[config.mk]
export PLATFORM = sky130hd
export DESIGN_NAME = poll_timer_pair
export DESIGN_NICKNAME = d
export VERILOG_FILES = /design/src/rtl/poll_timer_pkg.sv /design/src/rtl/poll_channel.sv /design/src/rtl/poll_regif.sv /design/src/rtl/poll_timer_pair.sv
export SDC_FILE = /design/constraint.sdc
export NUM_CORES = 1
export LEC_CHECK = 0
export CORE_UTILIZATION = 35
export DETAILED_ROUTE_END_ITERATION = 16
export DONT_BUFFER_PORTS = 1
export PLACE_DENSITY = 0.49
export SETUP_SLACK_MARGIN = 0.02
export SLEW_MARGIN = 20
export SYNTH_ARGS = -nofsm -noshare
export SYNTH_HDL_FRONTEND = slang
export SYNTH_SLANG_ARGS = --single-unit
[constraint.sdc]
create_clock -name clk -period 3.5 [get_ports clk]
set_input_delay 0.35 -clock clk [delete_from_list [all_inputs] [get_ports clk]]
set_output_delay 0.35 -clock clk [all_outputs]
set_load 0.005 [all_outputs]
[src/rtl/poll_timer_pkg.sv]
package poll_timer_pkg;

    localparam int FIELD_W = 16;
    localparam int NIB_W   = 4;
    localparam int BUS_W   = 32;
    localparam int ADDR_W  = 2;
    localparam int NUM_CH  = 2;
    localparam int CNT_W   = FIELD_W + 1;
    localparam int HI_W    = FIELD_W - NIB_W;

    typedef enum logic [ADDR_W-1:0] {
        SEL_TX_CNT = 2'd0,
        SEL_TX_IVL = 2'd1,
        SEL_RX_CNT = 2'd2,
        SEL_RX_IVL = 2'd3
    } reg_sel_e;

    typedef struct packed {
        logic               cnt_we;
        logic               ivl_we;
        logic [FIELD_W-1:0] data;
    } chan_wr_t;

    typedef struct packed {
        logic [FIELD_W-1:0] cnt;
        logic [FIELD_W-1:0] ivl;
    } chan_view_t;

    function automatic logic [CNT_W-1:0] reload_of(input logic [HI_W-1:0] ivl_hi);
        return {1'b1, ivl_hi, {NIB_W{1'b0}}};
    endfunction

    function automatic logic [ADDR_W-1:0] cnt_sel(input int ch);
        return (ch == 0) ? SEL_TX_CNT : SEL_RX_CNT;
    endfunction

    function automatic logic [ADDR_W-1:0] ivl_sel(input int ch);
        return (ch == 0) ? SEL_TX_IVL : SEL_RX_IVL;
    endfunction

endpackage

[src/rtl/poll_channel.sv]
module poll_channel
    import poll_timer_pkg::*;
(
    input  logic       clk,
    input  logic       rst,
    input  logic       stop,
    input  logic       init,
    input  chan_wr_t   wr,
    output chan_view_t view,
    output logic       poll
);

    logic [CNT_W-1:0] cnt_q;
    logic [HI_W-1:0]  ivl_q;
    logic             poll_q;
    logic             carry;

    assign carry = &cnt_q;

    always_ff @(posedge clk) begin
        if (rst) begin
            poll_q <= 1'b0;
        end else begin
            poll_q <= 1'b0;
            if (init) begin
                ivl_q <= '0;
                cnt_q <= reload_of('0);
            end else begin
                if (wr.ivl_we)
                    ivl_q <= wr.data[FIELD_W-1:NIB_W];
                if (wr.cnt_we) begin
                    cnt_q <= {1'b1, wr.data};
                end else if (!stop) begin
                    if (carry) begin
                        cnt_q  <= reload_of(ivl_q);
                        poll_q <= 1'b1;
                    end else begin
                        cnt_q <= cnt_q + 1'b1;
                    end
                end
            end
        end
    end

    assign view.cnt = cnt_q[FIELD_W-1:0];
    assign view.ivl = {ivl_q, {NIB_W{1'b0}}};
    assign poll     = poll_q;

    // a request never lasts two cycles
    assert_single_pulse_R4: assert property (@(posedge clk) disable iff (rst)
        poll_q |=> !poll_q);

    // the pulse cycle shows the counter reloaded from the prior interval
    assert_reload_value_R4: assert property (@(posedge clk) disable iff (rst)
        poll_q |-> (cnt_q == reload_of($past(ivl_q))));

    // stop freezes the count
    assert_stop_hold_R7: assert property (@(posedge clk) disable iff (rst)
        (stop && !init && !wr.cnt_we) |=> (cnt_q == $past(cnt_q)));

    // no request follows a stopped cycle
    assert_stop_quiet_R7: assert property (@(posedge clk) disable iff (rst)
        stop |=> !poll_q);

    // init restores the default interval and restarts the count
    assert_init_default_R8: assert property (@(posedge clk) disable iff (rst)
        init |=> (ivl_q == '0) && (cnt_q == reload_of('0)));

endmodule

[src/rtl/poll_regif.sv]
module poll_regif
    import poll_timer_pkg::*;
(
    input  logic              clk,
    input  logic              rst,
    input  logic              stop,
    input  logic              suspend,
    input  logic              reg_rd,
    input  logic              reg_wr,
    input  logic [ADDR_W-1:0] reg_addr,
    input  logic [BUS_W-1:0]  reg_wdata,
    input  chan_view_t        views [NUM_CH],
    output chan_wr_t          wrs   [NUM_CH],
    output logic [BUS_W-1:0]  reg_rdata
);

    logic open_win;
    assign open_win = stop | suspend;

    for (genvar ch = 0; ch < NUM_CH; ch++) begin : g_wr
        assign wrs[ch].cnt_we = reg_wr && open_win && (reg_addr == cnt_sel(ch));
        assign wrs[ch].ivl_we = reg_wr && open_win && (reg_addr == ivl_sel(ch));
        assign wrs[ch].data   = reg_wdata[FIELD_W-1:0];
    end

    always_comb begin
        reg_rdata = '0;
        if (reg_rd && open_win) begin
            case (reg_addr)
                SEL_TX_CNT: reg_rdata[FIELD_W-1:0] = views[0].cnt;
                SEL_TX_IVL: reg_rdata[FIELD_W-1:0] = views[0].ivl;
                SEL_RX_CNT: reg_rdata[FIELD_W-1:0] = views[1].cnt;
                default:    reg_rdata[FIELD_W-1:0] = views[1].ivl;
            endcase
        end
    end

    // data appears only on a permitted read
    assert_read_gated_R5: assert property (@(posedge clk) disable iff (rst)
        (|reg_rdata) |-> (reg_rd && open_win));

    // no write strobe reaches a channel outside the window
    assert_write_gated_R5: assert property (@(posedge clk) disable iff (rst)
        !open_win |-> !(wrs[0].cnt_we || wrs[0].ivl_we || wrs[1].cnt_we || wrs[1].ivl_we));

    // reserved upper half reads zero
    assert_reserved_zero_R6: assert property (@(posedge clk) disable iff (rst)
        reg_rdata[BUS_W-1:FIELD_W] == '0);

endmodule

[src/rtl/poll_timer_pair.sv]
module poll_timer_pair
    import poll_timer_pkg::*;
(
    input  logic              clk,
    input  logic              rst_hard,
    input  logic              rst_soft,
    input  logic              stop,
    input  logic              suspend,
    input  logic              init,
    input  logic              reg_rd,
    input  logic              reg_wr,
    input  logic [ADDR_W-1:0] reg_addr,
    input  logic [BUS_W-1:0]  reg_wdata,
    output logic [BUS_W-1:0]  reg_rdata,
    output logic              poll_tx,
    output logic              poll_rx
);

    logic             rst;
    chan_wr_t         wrs   [NUM_CH];
    chan_view_t       views [NUM_CH];
    logic [NUM_CH-1:0] polls;

    assign rst = rst_hard | rst_soft;

    poll_regif u_regif (
        .clk       (clk),
        .rst       (rst),
        .stop      (stop),
        .suspend   (suspend),
        .reg_rd    (reg_rd),
        .reg_wr    (reg_wr),
        .reg_addr  (reg_addr),
        .reg_wdata (reg_wdata),
        .views     (views),
        .wrs       (wrs),
        .reg_rdata (reg_rdata)
    );

    for (genvar ch = 0; ch < NUM_CH; ch++) begin : g_chan
        poll_channel u_chan (
            .clk  (clk),
            .rst  (rst),
            .stop (stop),
            .init (init),
            .wr   (wrs[ch]),
            .view (views[ch]),
            .poll (polls[ch])
        );
    end

    assign poll_tx = polls[0];
    assign poll_rx = polls[1];

    // reset clears both requests
    assert_reset_clears_R9: assert property (@(posedge clk)
        rst |=> !(poll_tx || poll_rx));

endmodule

* After elaboration in Yosys (flattened, before gate mapping)
Index checks and enable logic that the tools add are counted.
W data, S select, Z words.
** Word-level totals
- Register bits after elaboration :: 60
- Bits of input ports :: 42
- Output and inout bits :: 34
- Logic and storage cells :: 49
** Cells by class
- Add/subtract/negate cells :: 2
- Equal/unequal tests :: 5
- Mux-type cells :: 12
- Bitwise logic cells :: 3
- Reduce and logical (&&, ||, !) cells :: 19
** Operator list (count)
- $mux W17 :: 4
- $mux W16 :: 3
- $pmux W16 S3 :: 1
- $add A17 B1 Y17 const B :: 2
- $reduce_and A17 Y1 :: 2
- $mux W12 :: 2
- $reduce_and A2 Y1 :: 4
- $reduce_or A4 Y1 :: 2
- $logic_and A1 B1 Y1 :: 6
- $ne A3 B2 Y1 const B :: 2
- $eq A2 B2 Y1 const B :: 2
- $reduce_bool A2 Y1 :: 2
- $reduce_or A2 Y1 :: 2
- $eq A2 B1 Y1 const B :: 1
- $logic_not A2 Y1 :: 1
- $mux W1 :: 2
- $or A1 B1 Y1 :: 2
- $not A1 Y1 :: 1

* Depth between registers and ports, before layout
- Depth after elaboration :: 5
- Depth in mapped cells :: 9

* Cells and area by module
Synthesis repeated with hierarchy kept, for this count alone.
** Unflattened totals
- Cell total of the unflattened synthesis :: 457
- Area total of the unflattened synthesis :: 4670.7 um2
** By module, submodules not included
- poll_channel (g_chan[0].u_chan) :: times used 1, cells each 169, area an instance 1821.7 um2, seq. area each 890.9 um2
- poll_channel (g_chan[1].u_chan) :: times used 1, cells each 174, area an instance 1803.0 um2, seq. area each 890.9 um2
- poll_regif :: times used 1, cells each 113, area an instance 1039.7 um2, seq. area each 0.0 um2
- poll_timer_pair :: times used 1, cells each 1, area an instance 6.3 um2, seq. area each 0.0 um2

* Worst setup path before layout
OpenSTA, ideal clock, no wires.
- Path type :: input port to flip-flop
- From :: input reg_addr[1]
- To :: register g_chan[1].u_chan.cnt_q[0], enable pin
- Setup time :: 0.418 ns
- Arrival :: 2.530 ns
- Data required time :: 3.082 ns
- Slack :: 0.552 ns
- Cell stages on the path :: 6
- Path buffers :: 2
- Cells stage by stage :: clkbuf_1 -> inv_1 -> nor3_1 -> buf_2 -> nor2_1 -> a211oi_1
** Between the ends
- Longest elaborated chain between the ends :: 4
** Ends and longest elaborated chain
- start, declared :: RTL line poll_timer_pair.sv:12 : input logic [ADDR_W-1:0] reg_addr,
- $eq A2 B2 Y1 :: RTL line poll_regif.sv:21 : assign wrs[ch].cnt_we = reg_wr && open_win && (reg_addr == cnt_sel(ch));
- $logic_and A1 B1 Y1 :: RTL line poll_regif.sv:21
- $ne A3 B2 Y1 (no source line)
- $reduce_and A2 Y1 (no source line)
- end signal, assigned :: RTL line poll_channel.sv:32 : cnt_q <= {1'b1, wr.data};
- end signal, assigned :: RTL line poll_channel.sv:35 : cnt_q <= reload_of(ivl_q);
- end signal, assigned :: RTL line poll_channel.sv:38 : cnt_q <= cnt_q + 1'b1;
- end, declared :: RTL line poll_channel.sv:13 : logic [CNT_W-1:0] cnt_q;
Every way passes these cells.
A chain may end at the register's enable or synchronous reset.

* Final worst setup path
- From :: register g_chan[0].u_chan.cnt_q[1]
- To :: register g_chan[0].u_chan.cnt_q[12] (data pin)
** Between the ends
- Longest elaborated chain between the ends :: 4
- Elaborated cells on any way between the ends :: 5
- Classes of those cells :: add/sub: 1; mux: 3; reduce/logical: 1
** Ends and longest elaborated chain
- start, declared :: RTL line poll_channel.sv:13
- start signal, assigned :: RTL line poll_channel.sv:27 : cnt_q <= reload_of('0);
- start signal, assigned :: RTL line poll_channel.sv:32
- start signal, assigned :: RTL line poll_channel.sv:35
- $reduce_and A17 Y1 :: RTL line poll_channel.sv:18 : assign carry = &cnt_q;
- net g_chan[0].u_chan.carry :: RTL line poll_channel.sv:16 : logic carry;
- $mux W17 :: RTL line poll_channel.sv:34 : if (carry) begin
- $mux W17 :: RTL line poll_channel.sv:33 : end else if (!stop) begin
- $mux W16 :: RTL line poll_channel.sv:31 : if (wr.cnt_we) begin
The timed path passes the listed nets, and every way through them passes these cells. The select of a mux whose other input is x is not followed.

==> metrics.cfg <==
[status]
status=completed

[synthesis]
ys_async_sr_fraction=0
yosys_warnings=0
seq_area_frac_synth=0.455
yosys-top-cells-area=edfxtp_1 (44%), mux4_2 (6.9%), nor2b_1 (4.2%)
synthesis.area_um2=3920
synth_top_area_frac=0.445
avgSynthCellArea_um2=10.4
synth_edf_count=58
ys.flop_type=edfxtp_1
synth.distinct_cells=46
ys_ff_latch=60
synthCells=375
synth.largest_area_cell=edfxtp_1

[layout]
antennaDiodeCount=0
nets=422
drive_above_1_share=0.116
syn2layout_area_growth_pct=7.16
final_cell_mix=edfxtp_1 (58), nor2b_1 (26), nand2_1 (25)
fin_util=0.385
mostFrequentLayoutCell=edfxtp_1

[clock_tree]
cts_hold_buf=0
clk_path_buf_depth=2
cts-root-buf=clkbuf_8
cts_sinks=60
htree_levels=3
worstSkewPairLatency_ps=340
cts_tree=done
cts_buffers=9
path_clk_slew_ps=70
cts_setup_buffers=0
cts_resized=0

[setup_path]
r2r_end=g_chan[0].u_chan.cnt_q[12]
regToRegSetupSlack_ps=710
path_class=reg2reg
reg2reg_depth=7
endpoint_kind=register
cp-start-kind=register
r2r-start=g_chan[0].u_chan.cnt_q[1]
cp.required_ps=3620
worstPathMaxFanout=7
arrival_ps=2900

[place]
dpl.hpwl_um=7570
routabilityCongestion=0.795
io_buffers=0

[floorplanning]
die_area_um2=11600
die_w_um=108
io_pins=76
row_count=38
core_um2=10900
initial_core_util=0.360
die_h_um=108

[global_routing]
grt-ovfl-total=0
grt_max_degree=40
antenna_found_initial=0
track_usage=0.190
grt_pass1_wl_um=16100
grt_pass1_vias=2741

[timing]
finalHoldWorstSlack_ps=193
tightestPinTransition_ps=976
slew_viol_final=0
period_share=0.796
fin_setup_tns_ps=0
fin_crit_ps=2790
finalSetupViolCount=0
fmax_ghz=0.359
slew_headroom=0.346
finalHoldViolations=0
grt_setup_unrepaired=no
skew_ps=9.97

[drt]
drc=0
post_drt_wl_per_cell_um=20.0
viasPerCell=5.59
drt-total-wl_um=10400
via_count=2895
route.antenna.remaining_nets=0
first_iter_violations=193
firstDrtPassIters=5

[min_path]
min_path_type=in2reg
holdPathStages=2
min_from=init
min_to=g_chan[1].u_chan.cnt_q[16]

[power]
peakVddDrop_uv=176
seqPwrFrac=0.558
p_int_mw=1.15
power.leakage_nw=1.37
power_frac_comb=0.105
power_frac_clock=0.337
p_sw_frac=0.256
p_switching_uw=395
powerDensity_nw_per_um2=368

[flow_run]
max-cap-violations=0

[how the worst max path moves through the flow]
stage                         startpoint                    endpoint  slack, ps  cells past startpoint
2_1_floorplan                reg_addr[1]   g_chan[1].u_chan.cnt_q[0]        550                      6
3_3_place_gp   g_chan[0].u_chan.cnt_q[1]  g_chan[0].u_chan.cnt_q[12]        700                      7
3_5_place_dp   g_chan[0].u_chan.cnt_q[0]  g_chan[0].u_chan.cnt_q[12]        700                      7
4_1_cts        g_chan[0].u_chan.cnt_q[0]  g_chan[0].u_chan.cnt_q[12]        690                      7
5_1_grt        g_chan[0].u_chan.cnt_q[1]  g_chan[0].u_chan.cnt_q[12]        430                      7
6_report       g_chan[0].u_chan.cnt_q[1]  g_chan[0].u_chan.cnt_q[12]        710                      7
[state kept, by name, summed over array words and instances (netlist names)]
name	flops
g_chan.u_chan.ivl_q	24
g_chan.u_chan.cnt_q	34
g_chan.u_chan.poll	2
[power groups by stage]
stage / clock, mW / combinational (mW) / sequential (mW)
after CTS: 0.532 / 0.165 / 0.860
after floorplan: 0 / 0.153 / 0.862
after global placement: 0 / 0.163 / 0.875
after detailed placement: 0 / 0.164 / 0.876
after global routing: 0.564 / 0.181 / 0.865
final: 0.520 / 0.162 / 0.861
[metrics by stage]
| stage | instance area, um^2 | worst slack (ps) | std cells | power, mW |
|---|---|---|---|---|
| floorplan | 3970 | 552 | 390 | 1.01 |
| global route | 4200 | 431 | 518 | 1.61 |
| global placement | 4050 | 704 | 503 | 1.04 |
| finish | 4200 | 713 | 518 | 1.54 |
| CTS | 4200 | 686 | 518 | 1.56 |
| detailed placement | 4050 | 698 | 503 | 1.04 |
[metal layers]
| metal | part of all wire | GRT usage | vias up |
|---|---|---|---|
| met5 | 0 | 0 | - |
| met4 | 0.016 | 0.0656 | 0 |
| met3 | 0.054 | 0.0381 | 13 |
| met2 | 0.45 | 0.276 | 97 |
| met1 | 0.48 | 0.279 | 1399 |
| li1 | - | - | 1386 |
[layout make-up]
cell class | count | area, um^2
clock buffers | 11 | 131
clock inverters | 4 | 17.5
fillers | 1062 | 6690
inverters | 19 | 71.3
multi-input cells | 273 | 1940
flip-flops and latches | 60 | 1780
well taps | 140 | 175
repair buffers | 11 | 82.6
[logic make-up after synthesis]
kind of cell	after synthesis	synth area share
mux	18	0.0843
simple gates	150	0.214
other cells	1	0.000958
fa+ha+maj	6	0.0192
buf+inv	57	0.0712
flops	60	0.455
compound gates	70	0.127
xor+xnor	13	0.0291
[critical path, cell delays in order, from the launching register on]
cell       delay [ps]
edfxtp_1          470
ha_1              280
nand2_1           180
nor4_4            420
and3_1            280
ha_1              330
nor2_1            170
a2111oi_0         440
[synthesized netlist by cell type, types with 11 or more instances]
master and instances:
nand3_1 13, nor2_1 15, nand2_1 25, buf_4 16
edfxtp_1 58, inv_1 19, nor2b_1 26, a21oi_1 13
clkbuf_1 17, mux4_2 12, nor3_1 22, o21ai_0 11
(Power assumes the default switching activity.)
